<file path="src/rtl/cipherSeqPkg.sv">
package cipherSeqPkg;

  typedef enum logic [2:0] {
    ST_IDLE, ST_READ, ST_LATCH, ST_ALU, ST_WRITE, ST_CHECK, ST_PAYLOAD, ST_DONE
  } seqState_t;

  // strobes from control to datapath
  typedef struct packed {
    logic start;
    logic capByte;
    logic capRes;
    logic nextByte;
    logic nextPay;
    logic selPay;
    logic setErr;
    logic countEn;
  } seqStrobes_t;

  // status from datapath to control
  typedef struct packed {
    logic verifyMode;
    logic lastByte;
    logic lastPay;
    logic accZero;
    logic outOfRange;
  } seqFlags_t;

endpackage

</file>
<file path="src/rtl/cipherSeqCtrl.sv">
module cipherSeqCtrl
  import cipherSeqPkg::*;
(
  input  logic        clk,
  input  logic        rstN,
  input  logic        cmdValid,
  input  logic        aluAck,
  input  seqFlags_t   flags,
  output seqStrobes_t stb,
  output logic        memEn,
  output logic        memWe,
  output logic        aluReq,
  output logic        busy,
  output logic        done
);

  seqState_t state, nextState;

  always_ff @(posedge clk) begin
    if (!rstN) state <= ST_IDLE;
    else       state <= nextState;
  end

  always_comb begin
    nextState = state;
    stb       = '0;
    memEn     = 1'b0;
    memWe     = 1'b0;
    aluReq    = 1'b0;
    done      = 1'b0;
    busy      = (state != ST_IDLE);
    stb.countEn = busy;
    unique case (state)
      ST_IDLE: begin
        // a command is only taken here
        if (cmdValid) begin
          stb.start = 1'b1;
          nextState = ST_READ;
        end
      end
      ST_READ: begin
        memEn     = 1'b1;
        nextState = ST_LATCH;
      end
      ST_LATCH: begin
        stb.capByte = 1'b1;
        nextState   = ST_ALU;
      end
      ST_ALU: begin
        aluReq = 1'b1;
        if (aluAck) begin
          stb.capRes = 1'b1;
          if (!flags.verifyMode) begin
            nextState = ST_WRITE;
          end else if (flags.lastByte) begin
            nextState = ST_CHECK;
          end else begin
            stb.nextByte = 1'b1;
            nextState    = ST_READ;
          end
        end
      end
      ST_WRITE: begin
        memEn = 1'b1;
        memWe = 1'b1;
        if (flags.lastByte) begin
          nextState = ST_DONE;
        end else begin
          stb.nextByte = 1'b1;
          nextState    = ST_READ;
        end
      end
      ST_CHECK: begin
        // payload only after a full match and inside memory
        if (!flags.accZero) begin
          nextState = ST_DONE;
        end else if (flags.outOfRange) begin
          stb.setErr = 1'b1;
          nextState  = ST_DONE;
        end else begin
          nextState = ST_PAYLOAD;
        end
      end
      ST_PAYLOAD: begin
        memEn      = 1'b1;
        memWe      = 1'b1;
        stb.selPay = 1'b1;
        stb.nextPay = 1'b1;
        if (flags.lastPay) nextState = ST_DONE;
      end
      ST_DONE: begin
        done      = 1'b1;
        nextState = ST_IDLE;
      end
      default: nextState = ST_IDLE;
    endcase
  end

  assert_done_pulse_R7: assert property (@(posedge clk) disable iff (!rstN)
    done |=> !done && !busy);

  assert_idle_quiet_R7: assert property (@(posedge clk) disable iff (!rstN)
    !busy |-> !memEn && !aluReq && !done);

endmodule

</file>
<file path="src/rtl/cipherSeqData.sv">
module cipherSeqData
  import cipherSeqPkg::*;
#(
  parameter int KEY_BYTES = 10,
  parameter int PAY_BYTES = 4,
  parameter int ADDR_W    = 12,
  parameter int CNT_W     = 16
) (
  input  logic                     clk,
  input  logic                     rstN,
  input  seqStrobes_t              stb,
  input  logic                     cmdVerify,
  input  logic [ADDR_W-1:0]        cmdPtr,
  input  logic [KEY_BYTES*8-1:0]   keyBits,
  input  logic [PAY_BYTES*8-1:0]   payloadBits,
  input  logic [7:0]               memRdata,
  input  logic [7:0]               aluResult,
  output seqFlags_t                flags,
  output logic [ADDR_W-1:0]        memAddr,
  output logic [7:0]               memWdata,
  output logic [7:0]               aluA,
  output logic [7:0]               aluB,
  output logic [CNT_W-1:0]         runCycles,
  output logic [7:0]               verifyAcc,
  output logic                     payloadErr
);

  localparam int BYTE_W   = 8;
  localparam int IDX_W    = $clog2(KEY_BYTES + 1);
  localparam int PIDX_W   = $clog2(PAY_BYTES + 1);
  localparam int MEM_SIZE = 1 << ADDR_W;
  localparam int SPAN     = KEY_BYTES + PAY_BYTES;

  logic [ADDR_W-1:0]          ptrReg;
  logic                       isVerify;
  logic [KEY_BYTES*8-1:0]     keyReg;
  logic [PAY_BYTES*8-1:0]     payReg;
  logic [IDX_W-1:0]           idx;
  logic [PIDX_W-1:0]          payIdx;
  logic [BYTE_W-1:0]          byteReg, resReg, acc;
  logic [CNT_W-1:0]           cnt;
  logic                       errReg;
  logic [ADDR_W:0]            endAddr;

  always_ff @(posedge clk) begin
    if (!rstN) begin
      ptrReg   <= '0;
      isVerify <= 1'b0;
      keyReg   <= '0;
      payReg   <= '0;
      idx      <= '0;
      payIdx   <= '0;
      byteReg  <= '0;
      resReg   <= '0;
      acc      <= '0;
      cnt      <= '0;
      errReg   <= 1'b0;
    end else if (stb.start) begin
      // private copies taken at acceptance
      ptrReg   <= cmdPtr;
      isVerify <= cmdVerify;
      keyReg   <= keyBits;
      payReg   <= payloadBits;
      idx      <= '0;
      payIdx   <= '0;
      acc      <= '0;
      cnt      <= '0;
      errReg   <= 1'b0;
    end else begin
      if (stb.countEn)  cnt <= cnt + CNT_W'(1);
      if (stb.capByte)  byteReg <= memRdata;
      if (stb.capRes) begin
        resReg <= aluResult;
        if (isVerify) acc <= acc | aluResult;
      end
      if (stb.nextByte) idx <= idx + IDX_W'(1);
      if (stb.nextPay)  payIdx <= payIdx + PIDX_W'(1);
      if (stb.setErr)   errReg <= 1'b1;
    end
  end

  assign endAddr = {1'b0, ptrReg} + (ADDR_W+1)'(SPAN);

  always_comb begin
    flags.verifyMode = isVerify;
    flags.lastByte   = (idx == IDX_W'(KEY_BYTES - 1));
    flags.lastPay    = (payIdx == PIDX_W'(PAY_BYTES - 1));
    flags.accZero    = (acc == '0);
    flags.outOfRange = (endAddr > (ADDR_W+1)'(MEM_SIZE));
  end

  // window addresses wrap modulo the memory size
  assign memAddr  = stb.selPay ? ptrReg + ADDR_W'(KEY_BYTES) + ADDR_W'(payIdx)
                               : ptrReg + ADDR_W'(idx);
  assign memWdata = stb.selPay ? payReg[int'(payIdx)*BYTE_W +: BYTE_W] : resReg;
  assign aluA     = byteReg;
  assign aluB     = keyReg[int'(idx)*BYTE_W +: BYTE_W];

  assign runCycles  = cnt;
  assign verifyAcc  = acc;
  assign payloadErr = errReg;

  assert_err_needs_match_R5: assert property (@(posedge clk) disable iff (!rstN)
    payloadErr |-> verifyAcc == '0);

endmodule

</file>
<file path="src/rtl/cipherSeq.sv">
module cipherSeq
  import cipherSeqPkg::*;
#(
  parameter int KEY_BYTES = 10,
  parameter int PAY_BYTES = 4,
  parameter int ADDR_W    = 12,
  parameter int CNT_W     = 16
) (
  input  logic                   clk,
  input  logic                   rstN,
  input  logic                   cmdValid,
  input  logic                   cmdVerify,
  input  logic [ADDR_W-1:0]      cmdPtr,
  input  logic [KEY_BYTES*8-1:0] keyBits,
  input  logic [PAY_BYTES*8-1:0] payloadBits,
  output logic                   memEn,
  output logic                   memWe,
  output logic [ADDR_W-1:0]      memAddr,
  output logic [7:0]             memWdata,
  input  logic [7:0]             memRdata,
  output logic                   aluReq,
  output logic [7:0]             aluA,
  output logic [7:0]             aluB,
  input  logic                   aluAck,
  input  logic [7:0]             aluResult,
  output logic                   busy,
  output logic                   done,
  output logic [CNT_W-1:0]       runCycles,
  output logic [7:0]             verifyAcc,
  output logic                   payloadErr
);

  seqStrobes_t stb;
  seqFlags_t   flags;

  cipherSeqCtrl uCtrl (
    .clk(clk), .rstN(rstN), .cmdValid(cmdValid), .aluAck(aluAck),
    .flags(flags), .stb(stb), .memEn(memEn), .memWe(memWe),
    .aluReq(aluReq), .busy(busy), .done(done)
  );

  cipherSeqData #(
    .KEY_BYTES(KEY_BYTES), .PAY_BYTES(PAY_BYTES), .ADDR_W(ADDR_W), .CNT_W(CNT_W)
  ) uData (
    .clk(clk), .rstN(rstN), .stb(stb), .cmdVerify(cmdVerify), .cmdPtr(cmdPtr),
    .keyBits(keyBits), .payloadBits(payloadBits), .memRdata(memRdata),
    .aluResult(aluResult), .flags(flags), .memAddr(memAddr), .memWdata(memWdata),
    .aluA(aluA), .aluB(aluB), .runCycles(runCycles), .verifyAcc(verifyAcc),
    .payloadErr(payloadErr)
  );

  assert_alu_hold_R9: assert property (@(posedge clk) disable iff (!rstN)
    aluReq && !aluAck |=> aluReq && $stable(aluA) && $stable(aluB));

  assert_count_step_R6: assert property (@(posedge clk) disable iff (!rstN)
    busy |=> runCycles == $past(runCycles) + CNT_W'(1));

endmodule

</file>
<file path="config.mk">
export PLATFORM = sky130hd
export DESIGN_NAME = cipherSeq
export DESIGN_NICKNAME = d
export VERILOG_FILES = /design/src/rtl/cipherSeqPkg.sv /design/src/rtl/cipherSeqCtrl.sv /design/src/rtl/cipherSeqData.sv /design/src/rtl/cipherSeq.sv
export SDC_FILE = /design/constraint.sdc
export NUM_CORES = 1
export LEC_CHECK = 0
export CORE_ASPECT_RATIO = 0.75
export CORE_MARGIN = 2
export CORE_UTILIZATION = 43
export DETAILED_ROUTE_END_ITERATION = 7
export HOLD_SLACK_MARGIN = 0.12
export PLACE_DENSITY = 0.69
export SLEW_MARGIN = 20
export SYNTH_ARGS = -nofsm -noshare
export SYNTH_HDL_FRONTEND = slang
export SYNTH_SLANG_ARGS = --single-unit
</file>
<file path="constraint.sdc">
create_clock -name clk -period 4.2 [get_ports clk]
set_input_delay 0.84 -clock clk [delete_from_list [all_inputs] [get_ports clk]]
set_output_delay 0.84 -clock clk [all_outputs]
set_load 0.01 [all_outputs]
</file>
==> results.md, run 1 <==
- The post-route antenna net violation count is 0.
- Of the total synthesized cell area, the portion taken by XOR and XNOR cells is under 10%.
- Counting flops with a built-in enable in the synthesized netlist gives 0.
- For the pin with the worst max-slew slack, the measured transition is between 800 and 900 ps.
- The detailed router finished its first iteration with about 600 violations.
- Of the post-synthesis cell area, the part taken by muxes is about 8.4%.
- In the synthesized netlist the dominant register cell turns out to be sky130_fd_sc_hd__dfxtp_1.
- The overall power is about 4100 uW.
- The number of cell rows is 44.
- The post-synthesis share of cell area spent on full adders, half adders and majority gates is about 3.1%.
- Sequential cells were found to cover about two fifths of the synthesized design area.
- The clock slew seen by the registers of the worst setup and hold paths is ~70 ps.
- In this run, CTS created clock tree buffers numbering 17.
- The largest family of logic cells by synthesized area is simple AND/OR/NAND/NOR gates.
- The wire length after detailed routing is 22800 um.
- The count of buffers added by post-CTS timing repair for setup is 0.
- The worst setup path is launched from a flip-flop.
- The width of the chip is roughly 170 um.
- Setup repair after global routing left no endpoint under its margin.
- The die covers between 20000 and 25000 um^2.
- The number of pins exceeding their max-slew limit in the final report was 0.
- The highest achievable clock rate is ~250 MHz.
- The routed wire length per instance is between 15 and 20 um.
- TritonCTS built the clock tree.
- Data on the critical path arrives at its endpoint at roughly 3200 ps.
- The initial antenna violation count is 2.
- The area of the mapped netlist is around 8400 um^2.
- The number of fillers in the final layout is around 1800.
- The final critical path takes up 97.0% of the cycle.
- The final setup skew is 12.7 ps.
- Power spread over the standard cell area amounts to approximately 360 nW/um^2.
- Data on the critical path is required at its endpoint by 3360 ps.
- The share of post-route cells with drive strength above 1 is around 7.0%.
- The pin count of the biggest net entering global routing is 77.
- The via count of the first global-routing pass is ~7000.
- The final-stage net count is between 1000 and 1500.
- The post-synthesis to final-layout area growth is 32.9%.
- The effective utilization at floorplan is 43.8%.
- For this run, the number of Yosys warnings is 0.
- The overall routing resource usage is between 20% and 30%.
- The gate family responsible for the most delay along the worst path is adder cells.
- The worst relative slew slack is between 40% and 50%.
- In the layout the commonest cells are sky130_fd_sc_hd__nand2_1 (307), sky130_fd_sc_hd__clkdlybuf4s50_1 (205), sky130_fd_sc_hd__dfxtp_1 (174).
- The top-level port count is 211.
- Across the run, the number of max-cap violations was 0.
- The post-synthesis simple-gate area fraction is 20.8%.
- Summing the areas of all compound-gate instances in the mapped netlist gives approximately a fifth of the synthesized area.
- The root buffer cell is sky130_fd_sc_hd__clkbuf_16.
- The total nets after synthesis is 1140.
- The path class of the lowest-slack min-delay path is reg2reg.
- The number of H-tree levels is 4.
- For this run, design rule violations remaining after detail routing come to 0.
- The number of hold-slack violations in the final timing report is 0.
- Counting both buffers and inverters, the worst setup path holds a total of 4.
- Setup violations remaining at the end of the flow were counted as 0.
- The slowest stage of the critical path belongs to the cell sky130_fd_sc_hd__a221o_1.
- IR analysis of the VDD net gives a maximum drop of approximately 260 uV.
- The global-route wire length before repair is about 37000 um.
- The post-synthesis instance total is ~980.
- Along the worst path, the maximum fanout reaches 6.
- The number of vias per cell is 5.17.
- For this run, the detailed router's first-pass iteration total came to 5.
- Adding up every negative setup slack in the final design gives 0 ps.
- The congestion estimate from routability-driven global placement came to between 0.8 and 0.9.
- The largest single stage delay on the critical path is ~400 ps.
- The most prevalent standard cell on the critical path is sky130_fd_sc_hd__inv_1.
- In this run the standard cell core region covers ~19000 um^2.
- The critical path is of the reg2out type.
- The wire-length estimate of the detail-placed layout is ~16000 um.
- The average instance in the mapped netlist occupies approximately 8.6 um^2.
- The number of buffer cells added on primary ports is 210.
- The sum of overflow across all layers after global routing is 0.
- The library cell used most frequently in the layout, excluding fill and tap cells, is sky130_fd_sc_hd__nand2_1.
- The flow ran to the end, and the final reports show no timing, DRC or antenna violations.
- Detailed routing inserted a total of 7303 vias.
- The signal on the critical path passes through inv_1 > ha_1 > inv_1 > ha_2 > inv_1 > fa_1 > nand2b_4 > a221o_1 > o211a_1 > or3_1 > dlygate4sd2_1.
- The post-synthesis cell type count is 60.
- The worst path in the final design needs a cycle of between 4000 and 5000 ps, including I/O delays and setup.
- Counting along the longest clock path gives a buffer depth of 2.
- The proportion of register bits with asynchronous set or reset after synthesis is 0%.
- In this run the static leakage power is between 0.004 and 0.005 uW.
- The vertical die dimension is roughly 130 um.
- Synthesis inferred ~180 register bits.
- Clock latency on the worst-skew pair, taken at its later pin, is roughly 430 ps.
- The clock drives 176 sinks.
- The endpoint class of the critical path is an output pin.
state kept, by name, indices dropped and copies added (netlist names):
| signal | flops |
|---|---|
| uData.runCycles | 16 |
| uData.keyReg | 80 |
| uData.idx | 4 |
| uData.payReg | 32 |
| uData.isVerify | 1 |
| uData.aluA | 8 |
| uCtrl.state | 3 |
| uData.payIdx | 3 |
| uData.verifyAcc | 8 |
| uData.resReg | 8 |
| uData.payloadErr | 1 |
| uData.ptrReg | 12 |
path summary, 6_finish.rpt:
check                           cells after the start             start  slack (ps)               end
worst max-delay path                               11   uData.ptrReg[1]         130        memAddr[9]
worst min-delay path                                2  uData.payReg[28]         450  uData.payReg[28]
worst max register to register                      5    uCtrl.state[2]        1820   uData.ptrReg[3]
worst min register to register                      2  uData.payReg[28]         450  uData.payReg[28]
metrics by stage:
stage                     hold WS [ps]  area, um^2  cells  worst slack [ps]  util (%)
final                              453       11200   1412               125      58.1
after CTS                          453       11200   1411              17.8      58.0
after detailed placement           442       10600   1380               338      55.1
after global routing               468       11200   1411              18.7      58.1
after floorplan                    432        8430    975               704         -
after global placement             439       10600   1380               391      55.1
layout make-up:
| cell class | instances | area (um^2) | area share [%] |
|---|---|---|---|
| multi-input combinational | 714 | 4540 | 40.5 |
| timing repair buffer | 222 | 2190 | 19.6 |
| inverter | 15 | 56.3 | 0.503 |
| antenna | 1 | 2.50 | 0.0223 |
| sequential | 176 | 3530 | 31.5 |
| clock buffer | 19 | 443 | 3.95 |
| tap | 253 | 317 | 2.83 |
| clock inverter | 12 | 121 | 1.08 |
cells by family (layout without fill, tap and decap cells):
group           Yosys count  in the layout
fa+ha+maj                20             20
buf+inv                  85            268
mux                      41             41
xor+xnor                 18             18
simple gates            407            407
compound gates          228            228
flops                   176            176
other cells               0              1
where the power goes:
| group | internal [uW] | switching (uW) |
|---|---|---|
| clock network | 844 | 707 |
| logic | 326 | 317 |
| registers | 1780 | 79.9 |
what timing repair did:
item                       CTS  global route
gates resized for setup      4             6
pin swaps                    0             1
hold buffers                 0             0
setup endpoints to repair    3             4
synthesized netlist by cell type (17+ instances only):
cell type,n,share of area [%]
sky130_fd_sc_hd__nand2_1,307,14
sky130_fd_sc_hd__dfxtp_1,176,42
sky130_fd_sc_hd__a21boi_0,91,8.1
sky130_fd_sc_hd__a21boi_1,50,4.5
sky130_fd_sc_hd__clkbuf_1,39,1.7
sky130_fd_sc_hd__nor2_1,32,1.4
sky130_fd_sc_hd__a21oi_1,26,1.5
sky130_fd_sc_hd__mux4_2,24,6.4
sky130_fd_sc_hd__buf_2,18,1.1
sky130_fd_sc_hd__ha_1,18,2.7
sky130_fd_sc_hd__mux2i_1,17,2.0
sky130_fd_sc_hd__o21ai_0,17,1.0
tightest hold or removal path, stage by stage, from the launching register on:
cell,delay (ps)
sky130_fd_sc_hd__dfxtp_1,310
sky130_fd_sc_hd__nand2_1,50
sky130_fd_sc_hd__a21boi_1,50
layer usage:
layer  global-route usage (%)  part of all wire, %
met1                     33.6                   52
met2                     32.1                   42
met3                     4.27                  5.2
met4                     5.63                 0.80
met5                        0                0.048
Power figures use the tool's default switching activity.
==> run 2, diff against run 1 <==
==> constraint.sdc (replaced) <==
create_clock -name clk -period 4.1 [get_ports clk]
set_input_delay 0.82 -clock clk [delete_from_list [all_inputs] [get_ports clk]]
set_output_delay 0.82 -clock clk [all_outputs]
set_load 0.01 [all_outputs]
==> run 2 against run 1 <==
Effect of this change:
- sequential cell count did not move
- die area did not move
- final cell count rose by 0.14%
- combinational power rose by 3%
- cell area rose by 0.90%
- largest power group unchanged
- clock-buffer cell count fell by 1
==> results.md, run 2 (synthesized netlist as in run 1, its figures left out) <==
- The number of pins exceeding their max-slew limit in the final report is 0 (unchanged).
- The reported leakage power is 0.00413 uW (was 0.00411 uW).
- The post-route antenna net violation count is 0 (unchanged).
- The placeable core region is 19300 um^2 (unchanged).
- The critical path arrival was 3160 ps (was 3230 ps).
- The startpoint-to-endpoint class of the critical path is reg2out (unchanged).
- The flip-flop count of the largest register after layout came to 80 (unchanged).
- The worst relative slew slack is 49.7% (was 46.3%).
- The buffer depth of the longest clock path came to 2 (unchanged).
- The path class of the lowest-slack min-delay path is reg2reg (unchanged).
- The root buffer cell was sky130_fd_sc_hd__clkbuf_16 (unchanged).
- The pin count of the biggest net entering global routing is 76 (was 77).
- The clock latency of the later-clocked register in the worst-skew pair was 430 ps (about the same).
- The initial antenna violation count is 2 (unchanged).
- The final count of negative-setup-slack endpoints came to 0 (unchanged).
- The routed design could run at a clock period as short as between 3000 and 4000 ps.
- The count of buffers added by post-CTS timing repair for setup is 0 (unchanged).
- The largest voltage drop on the vdd net is 237 uV (was 258 uV).
- The worst setup path endpoint was memAddr[9] (unchanged).
- The slew of the pin with the lowest slew margin is 755 ps (was 806 ps).
- The clock slew seen by the registers of the worst setup and hold paths was 70 ps (about the same).
- The first-pass iteration count of the detailed router is 7 (was 5).
- The required time of the critical path is 3280 ps (was 3360 ps).
- Commonest non-fill, non-tap cells in the layout: sky130_fd_sc_hd__nand2_1 (307), sky130_fd_sc_hd__clkdlybuf4s50_1 (206), sky130_fd_sc_hd__dfxtp_1 (174) (was sky130_fd_sc_hd__nand2_1 (307), sky130_fd_sc_hd__clkdlybuf4s50_1 (205), sky130_fd_sc_hd__dfxtp_1 (174)).
- The launch point of the worst reg-to-reg path is uCtrl.state[1] (was uCtrl.state[2]).
- The clock network fraction of total power was 41.3% (was 38.3%).
- The initial DRC count is 500 (was 595).
- The vertical die dimension is 125 um (unchanged).
- The register-to-register setup slack is 1450 ps (was 1820 ps).
- The global-route wire length before repair is 36500 um (was 37200 um).
- The maximum fanout along the worst path is 6 (unchanged).
- The type of origin of the critical path is a flip-flop (unchanged).
- The top-level port count came to 211 (unchanged).
- The area occupied by registers was 3530 um^2 (unchanged).
- The number of buffer cells added on primary ports is 210 (unchanged).
- The summed negative setup slack over all endpoints is 0 ps (unchanged).
- The worst reg2reg path depth is 4 (was 5).
- The number of clock sinks is 176 (unchanged).
- The endpoint class of the critical path is an output pin (unchanged).
- The weighted congestion at the end of routability-driven global placement was 0.828 (was 0.824).
- The final-stage net count is 1313 (was 1311).
- The share of the clock period used by the worst path after layout is between 90 and 100%.
- The register containing the most flip-flops in the final layout is uData.keyReg (unchanged).
- The number of violations of the max-capacitance limit came to 0 (unchanged).
- The final cell count without fillers was 1414 (was 1412).
- The number of H-tree levels is 4 (unchanged).
- Setup repair after global routing missed its margin: false (unchanged).
- The share of power burned in registers was 43.6% (was 45.9%).
- The number of instances in the placed design is 1382 (was 1380).
- The internal cell power is 3250 uW (was 2950 uW).
- Outcome: complete, no violations (unchanged).
- The fraction of power spent switching nets is 25.6% (was 27.2%).
- The overall routing resource usage is 21.9% (was 22.2%).
- The effective utilization at floorplan is 43.8% (unchanged).
- The wire length after detailed routing is 22800 um (unchanged).
- The half-perimeter wire length after detailed placement is 16300 um (was 16200 um).
- The sum of overflow across all layers after global routing is 0 (unchanged).
- The total number of vias came to 7265 (was 7303).
- The most common cell after layout, fill and taps aside is sky130_fd_sc_hd__nand2_1 (unchanged).
- The width of the chip is 166 um (unchanged).
- The routed wire length per instance is 16.2 um (about the same).
- The CTS tree is built (unchanged).
- The number of fillers in the final layout is 1746 (was 1761).
- The net switching power figure is 1120 uW (was 1100 uW).
- The final setup skew is 11.7 ps (was 12.7 ps).
- The number of clock buffers inserted by TritonCTS is 17 (unchanged).
- The launch point of the critical path is uData.ptrReg[1] (unchanged).
- The post-synthesis to final-layout area growth is 34.1% (was 32.9%).
- The via count of the first global-routing pass is 6797 (was 6971).
- The number of vias per cell came to 5.14 (was 5.17).
- The share of post-route cells with drive strength above 1 came to 7.16% (was 6.99%).
- The endpoint of the worst register-to-register path is uData.keyReg[42] (was uData.ptrReg[3]).
- The overall die area is 20800 um^2 (unchanged).
- The number of hold-slack violations in the final timing report is 0 (unchanged).
- The area used by multi-input combinational logic came to 4530 um^2 (was 4540 um^2).
- The areal power density over the cells is 387 nW/um^2 (was 362 nW/um^2).
- The fraction of power consumed by combinational cells is 15.1% (was 15.9%).
- The highest achievable clock rate is about 250 MHz.
- The number of DRC violations after detailed routing is 0 (unchanged).
- The number of cell rows came to 44 (unchanged).
run 2: cell types whose count changed in the layout (fill, tap and decap cells not counted), sizes merged:
cell / previous run / this run
dlymetal6s2s: 2 / 0
dlygate4sd2: 2 / 3
bufinv: 1 / 5
buf: 13 / 15
clkinv: 3 / 1
clkbuf: 19 / 18
inv: 22 / 21
clkdlybuf4s50: 205 / 206
run 2: what timing repair did:
item                                    4_1_cts  5_1_grt
gates cloned                                  0        0
resized for setup                             4        6
hold buffers                                  0        0
pin swaps                                     0        0
endpoints found under the setup margin        4        6
run 2: through the flow:
step                total power (uW)  hold WS, ps  worst slack (ps)  util [%]  cell area (um^2)
CTS                             4410          451              34.4      58.6             11300
global route                    4550          470              6.72      58.6             11300
finish                          4370          450               123      58.7             11300
global placement                2600          440               315      55.2             10600
floorplan                       2300          432               624         -              8430
detailed placement              2610          442               262      55.2             10600
run 2: worst max-delay path: stages (launching register included):
cell                            delay [ps]
sky130_fd_sc_hd__dfxtp_4               370
sky130_fd_sc_hd__inv_1                  80
sky130_fd_sc_hd__ha_1                  270
sky130_fd_sc_hd__inv_1                  60
sky130_fd_sc_hd__ha_2                  190
sky130_fd_sc_hd__inv_1                  60
sky130_fd_sc_hd__fa_2                  340
sky130_fd_sc_hd__nand2b_1              170
sky130_fd_sc_hd__a221o_1               390
sky130_fd_sc_hd__o211a_1               160
sky130_fd_sc_hd__or3_1                 360
sky130_fd_sc_hd__dlygate4sd2_1         290
run 2: power groups by stage:
stage | Combinational [uW] | Clock, uW | Sequential (uW)
final | 661 | 1810 | 1910
after floorplan | 388 | 0 | 1910
after global placement | 658 | 0 | 1940
after CTS | 668 | 1840 | 1900
after detailed placement | 666 | 0 | 1940
after global routing | 727 | 1900 | 1920
run 2: per-layer routing:
metal / vias to the layer above / global-route usage (%) / routed length (um)
met2: 175 / 32.5 / 9900
li1: 3681 / - / -
met1: 3392 / 32.4 / 11500
met3: 15 / 4.84 / 1170
met5: - / 0 / 19
met4: 2 / 4.91 / 206
run 2: area by class of cell:
class | count | share of cell area [%]
clock inverter | 13 | 1.97
multi-input combinational | 714 | 40.1
timing repair buffer | 224 | 19.6
antenna | 1 | 0.0221
sequential | 176 | 31.2
clock buffer | 18 | 3.80
tap | 253 | 2.80
inverter | 15 | 0.498
run 2: worst min-delay path by stage:
stage                startpoint                to  slack, ps  cells past startpoint
2_1_floorplan  uData.keyReg[16]  uData.keyReg[16]        430                      2
3_3_place_gp   uData.keyReg[29]  uData.keyReg[29]        440                      2
3_5_place_dp   uData.keyReg[30]  uData.keyReg[30]        440                      2
4_1_cts        uData.keyReg[30]  uData.keyReg[30]        450                      2
5_1_grt        uData.keyReg[30]  uData.keyReg[30]        470                      2
6_report       uData.keyReg[29]  uData.keyReg[29]        450                      2
==> run 3, diff against run 2 <==
--- a/config.mk
+++ b/config.mk
@@ -11,6 +11,7 @@
 export DETAILED_ROUTE_END_ITERATION = 7
 export HOLD_SLACK_MARGIN = 0.12
 export PLACE_DENSITY = 0.69
+export SETUP_SLACK_MARGIN = 0.2
 export SLEW_MARGIN = 20
 export SYNTH_ARGS = -nofsm -noshare
 export SYNTH_HDL_FRONTEND = slang
==> run 3 against run 2 <==
Effect of this change:
- global-route usage increased by 0.055 points
- fmax increased by 4.9%
- sequential cell count did not move
- via count is essentially flat
- clock skew barely moved
- critical path type unchanged
- highest routed layer unchanged
==> results.md, run 3 (synthesized netlist as in run 1, its figures left out) <==
- The number of DRC violations after detailed routing was 0 (unchanged).
- The number of vias per cell is 5.13 (was 5.14).
- The flip-flop count of the largest register after layout is 80 (unchanged).
- The overall routing resource usage is 21.9% (about the same).
- The startpoint-to-endpoint class of the critical path is reg2out (unchanged).
- The final-stage net count is 1316 (was 1313).
- The endpoint class of the critical path was an output pin (unchanged).
- The final period demand of the worst path is 3790 ps (was 3980 ps).
- The cell at the slowest stage of the critical path is sky130_fd_sc_hd__or3_1 (was sky130_fd_sc_hd__a221o_1).
- The number of stages on the worst hold path is 2 (unchanged).
- The post-route antenna net violation count is 0 (unchanged).
- The summed negative setup slack over all endpoints is 0 ps (unchanged).
- The share of the clock period used by the worst path after layout was 92.5% (was 97.0%).
- The final setup skew is 11.7 ps (about the same).
- The required time of the critical path is 3280 ps (about the same).
- The total number of vias is 7272 (was 7265).
- The most common cell after layout, fill and taps aside is sky130_fd_sc_hd__nand2_1 (unchanged).
- The number of hold-slack violations in the final timing report is 0 (unchanged).
- The number of H-tree levels is 4 (unchanged).
- Setup repair after global routing missed its margin: false (unchanged).
- The width of the chip came to 166 um (unchanged).
- The clock latency of the later-clocked register in the worst-skew pair is 430 ps (about the same).
- The gate family responsible for the most delay along the worst path is adder cells (unchanged).
- The path class of the lowest-slack min-delay path was reg2reg (unchanged).
- The overall power came to 4380 uW (was 4370 uW).
- The number of fillers in the final layout came to 1738 (was 1746).
- The placeable core region is 19300 um^2 (unchanged).
- The share of post-route cells with drive strength above 1 is 8.00% (was 7.16%).
- The weighted congestion at the end of routability-driven global placement is 0.828 (unchanged).
- The critical path arrival is 2970 ps (was 3160 ps).
- The area used by multi-input combinational logic is 4550 um^2 (was 4530 um^2).
- The startpoint of the tightest hold check path was uData.keyReg[30] (was uData.keyReg[29]).
- The initial antenna violation count is 2 (unchanged).
- The overall die area is 20800 um^2 (unchanged).
- The buffer depth of the longest clock path is 2 (unchanged).
- The top-level port count is 211 (unchanged).
- The maximum fanout along the worst path is 4 (was 6).
- The endpoint of the worst register-to-register path is uData.keyReg[42] (unchanged).
- The vertical die dimension is 125 um (unchanged).
- The initial DRC count is 436 (was 500).
- The pin count of the biggest net entering global routing came to 76 (unchanged).
- The capture endpoint of the worst hold path is uData.keyReg[30] (was uData.keyReg[29]).
- Commonest non-fill, non-tap cells in the layout: sky130_fd_sc_hd__nand2_1 (307), sky130_fd_sc_hd__clkdlybuf4s50_1 (205), sky130_fd_sc_hd__dfxtp_1 (173) (was sky130_fd_sc_hd__nand2_1 (307), sky130_fd_sc_hd__clkdlybuf4s50_1 (206), sky130_fd_sc_hd__dfxtp_1 (174)).
- The number of violations of the max-capacitance limit came to 0 (unchanged).
- The worst slack at placement is 262 ps (unchanged).
- The register containing the most flip-flops in the final layout was uData.keyReg (unchanged).
- The launch point of the worst reg-to-reg path is uCtrl.state[2] (was uCtrl.state[1]).
- Outcome: complete, no violations (unchanged).
- The number of clock buffers inserted by TritonCTS came to 17 (unchanged).
- The slew of the pin with the lowest slew margin is 763 ps (was 755 ps).
- The post-synthesis to final-layout area growth is 34.3% (was 34.1%).
- The via count of the first global-routing pass is 6847 (was 6797).
- The sum of overflow across all layers after global routing was 0 (unchanged).
- The root buffer cell is sky130_fd_sc_hd__clkbuf_16 (unchanged).
- The number of hold buffers added after CTS came to 0 (unchanged).
- The global-route wire length before repair is 36600 um (was 36500 um).
- The areal power density over the cells is 386 nW/um^2 (was 387 nW/um^2).
- The critical path depth is 12 (was 11).
- The worst relative slew slack was 49.1% (was 49.7%).
- The largest voltage drop on the vdd net is 237 uV (about the same).
- The type of origin of the critical path is a flip-flop (unchanged).
- The number of pins exceeding their max-slew limit in the final report is 0 (unchanged).
- The reported leakage power is 0.00415 uW (was 0.00413 uW).
- The final setup slack of the worst path is 307 ps (was 123 ps).
- The clock slew seen by the registers of the worst setup and hold paths came to 70 ps (about the same).
- The area occupied by registers is 3530 um^2 (about the same).
- The wire length after detailed routing is 22900 um (was 22800 um).
- The worst reg2reg path depth came to 4 (unchanged).
- The half-perimeter wire length after detailed placement is 16300 um (unchanged).
- The largest stage delay on the critical path is 360 ps (was 390 ps).
- The number of cell rows is 44 (unchanged).
- The worst hold slack across all endpoints was 449 ps (was 450 ps).
- The number of clock sinks is 176 (unchanged).
- Crit-path cells: inv_1 > ha_1 > inv_1 > ha_2 > inv_1 > fa_2 > nand2b_4 > a221o_1 > buf_4 > o211a_1 > or3_1 > buf_2 (was inv_1 > ha_1 > inv_1 > ha_2 > inv_1 > fa_2 > nand2b_1 > a221o_1 > o211a_1 > or3_1 > dlygate4sd2_1).
- The first-pass iteration count of the detailed router came to 8 (was 7).
- The final count of negative-setup-slack endpoints is 0 (unchanged).
- The register-to-register setup slack is 1500 ps (was 1450 ps).
- The most prevalent standard cell on the critical path is sky130_fd_sc_hd__inv_1 (unchanged).
- The number of buffer cells added on primary ports was 210 (unchanged).
- The routed wire length per instance is 16.2 um (about the same).
- The number of buffer and inverter instances along the worst setup path is 5 (was 4).
- The CTS tree is built (unchanged).
- The effective utilization at floorplan is 43.8% (unchanged).
- The highest achievable clock rate is 264 MHz (was 251 MHz).
-- run 3: changes by cell type in the layout (fill, tap and decap cells not counted), moves of 2 or more --
cell                            before  now
sky130_fd_sc_hd__dfxtp_2             1    3
sky130_fd_sc_hd__buf_2               0    2
sky130_fd_sc_hd__dlygate4sd2_1       3    1
sky130_fd_sc_hd__buf_4              14   17
-- run 3: worst max-delay path by stage --
stage                                from          to  slack (ps)
after global routing      uData.ptrReg[1]  memAddr[9]         220
after floorplan           uData.payIdx[1]  memAddr[7]         620
after CTS                 uData.ptrReg[1]  memAddr[9]         170
final                     uData.payIdx[1]  memAddr[9]         310
after detailed placement  uData.ptrReg[1]  memAddr[9]         260
after global placement    uData.ptrReg[1]  memAddr[9]         310
-- run 3: repair_timing --
action	in CTS	in global routing
pin swaps	1	1
resized for setup	14	7
setup endpoints to repair	7	8
buffers inserted	3	0
-- run 3: power breakdown --
part / internal (uW) / switching, uW / leakage (uW) / total [uW]
clock network: 1100 / 710 / 0.000317 / 1810
logic: 336 / 327 / 0.00239 / 663
registers: 1820 / 82.9 / 0.00144 / 1910
-- run 3: cell type report --
cell class | count | share of cell area [%]
Antenna cell | 1 | 0.0221
Tap cell | 253 | 2.79
Clock buffer | 18 | 3.79
Multi-Input combinational cell | 714 | 40.2
Inverter | 15 | 0.497
Clock inverter | 13 | 1.97
Sequential cell | 176 | 31.1
Timing Repair Buffer | 227 | 19.6
-- run 3: per-stage QoR --
stage / instances / util, % / area (um^2)
final: 1417 / 58.8 / 11300
after global routing: 1416 / 58.8 / 11300
after CTS: 1416 / 58.8 / 11300
after detailed placement: 1382 / 55.2 / 10600
after global placement: 1382 / 55.2 / 10600
after floorplan: 975 / - / 8430
-- run 3: per-layer routing --
metal / global-route usage, % / share of wire [%]
met3: 4.87 / 5.1
met2: 32.6 / 43
met1: 32.4 / 51
met5: 0 / 0.083
met4: 5.06 / 0.99
-- run 3: worst min-delay path, cell delays in order, from the launching register on --
cell and delay [ps]:
sky130_fd_sc_hd__dfxtp_1 310, sky130_fd_sc_hd__nand2_1 50, sky130_fd_sc_hd__a21boi_1 50
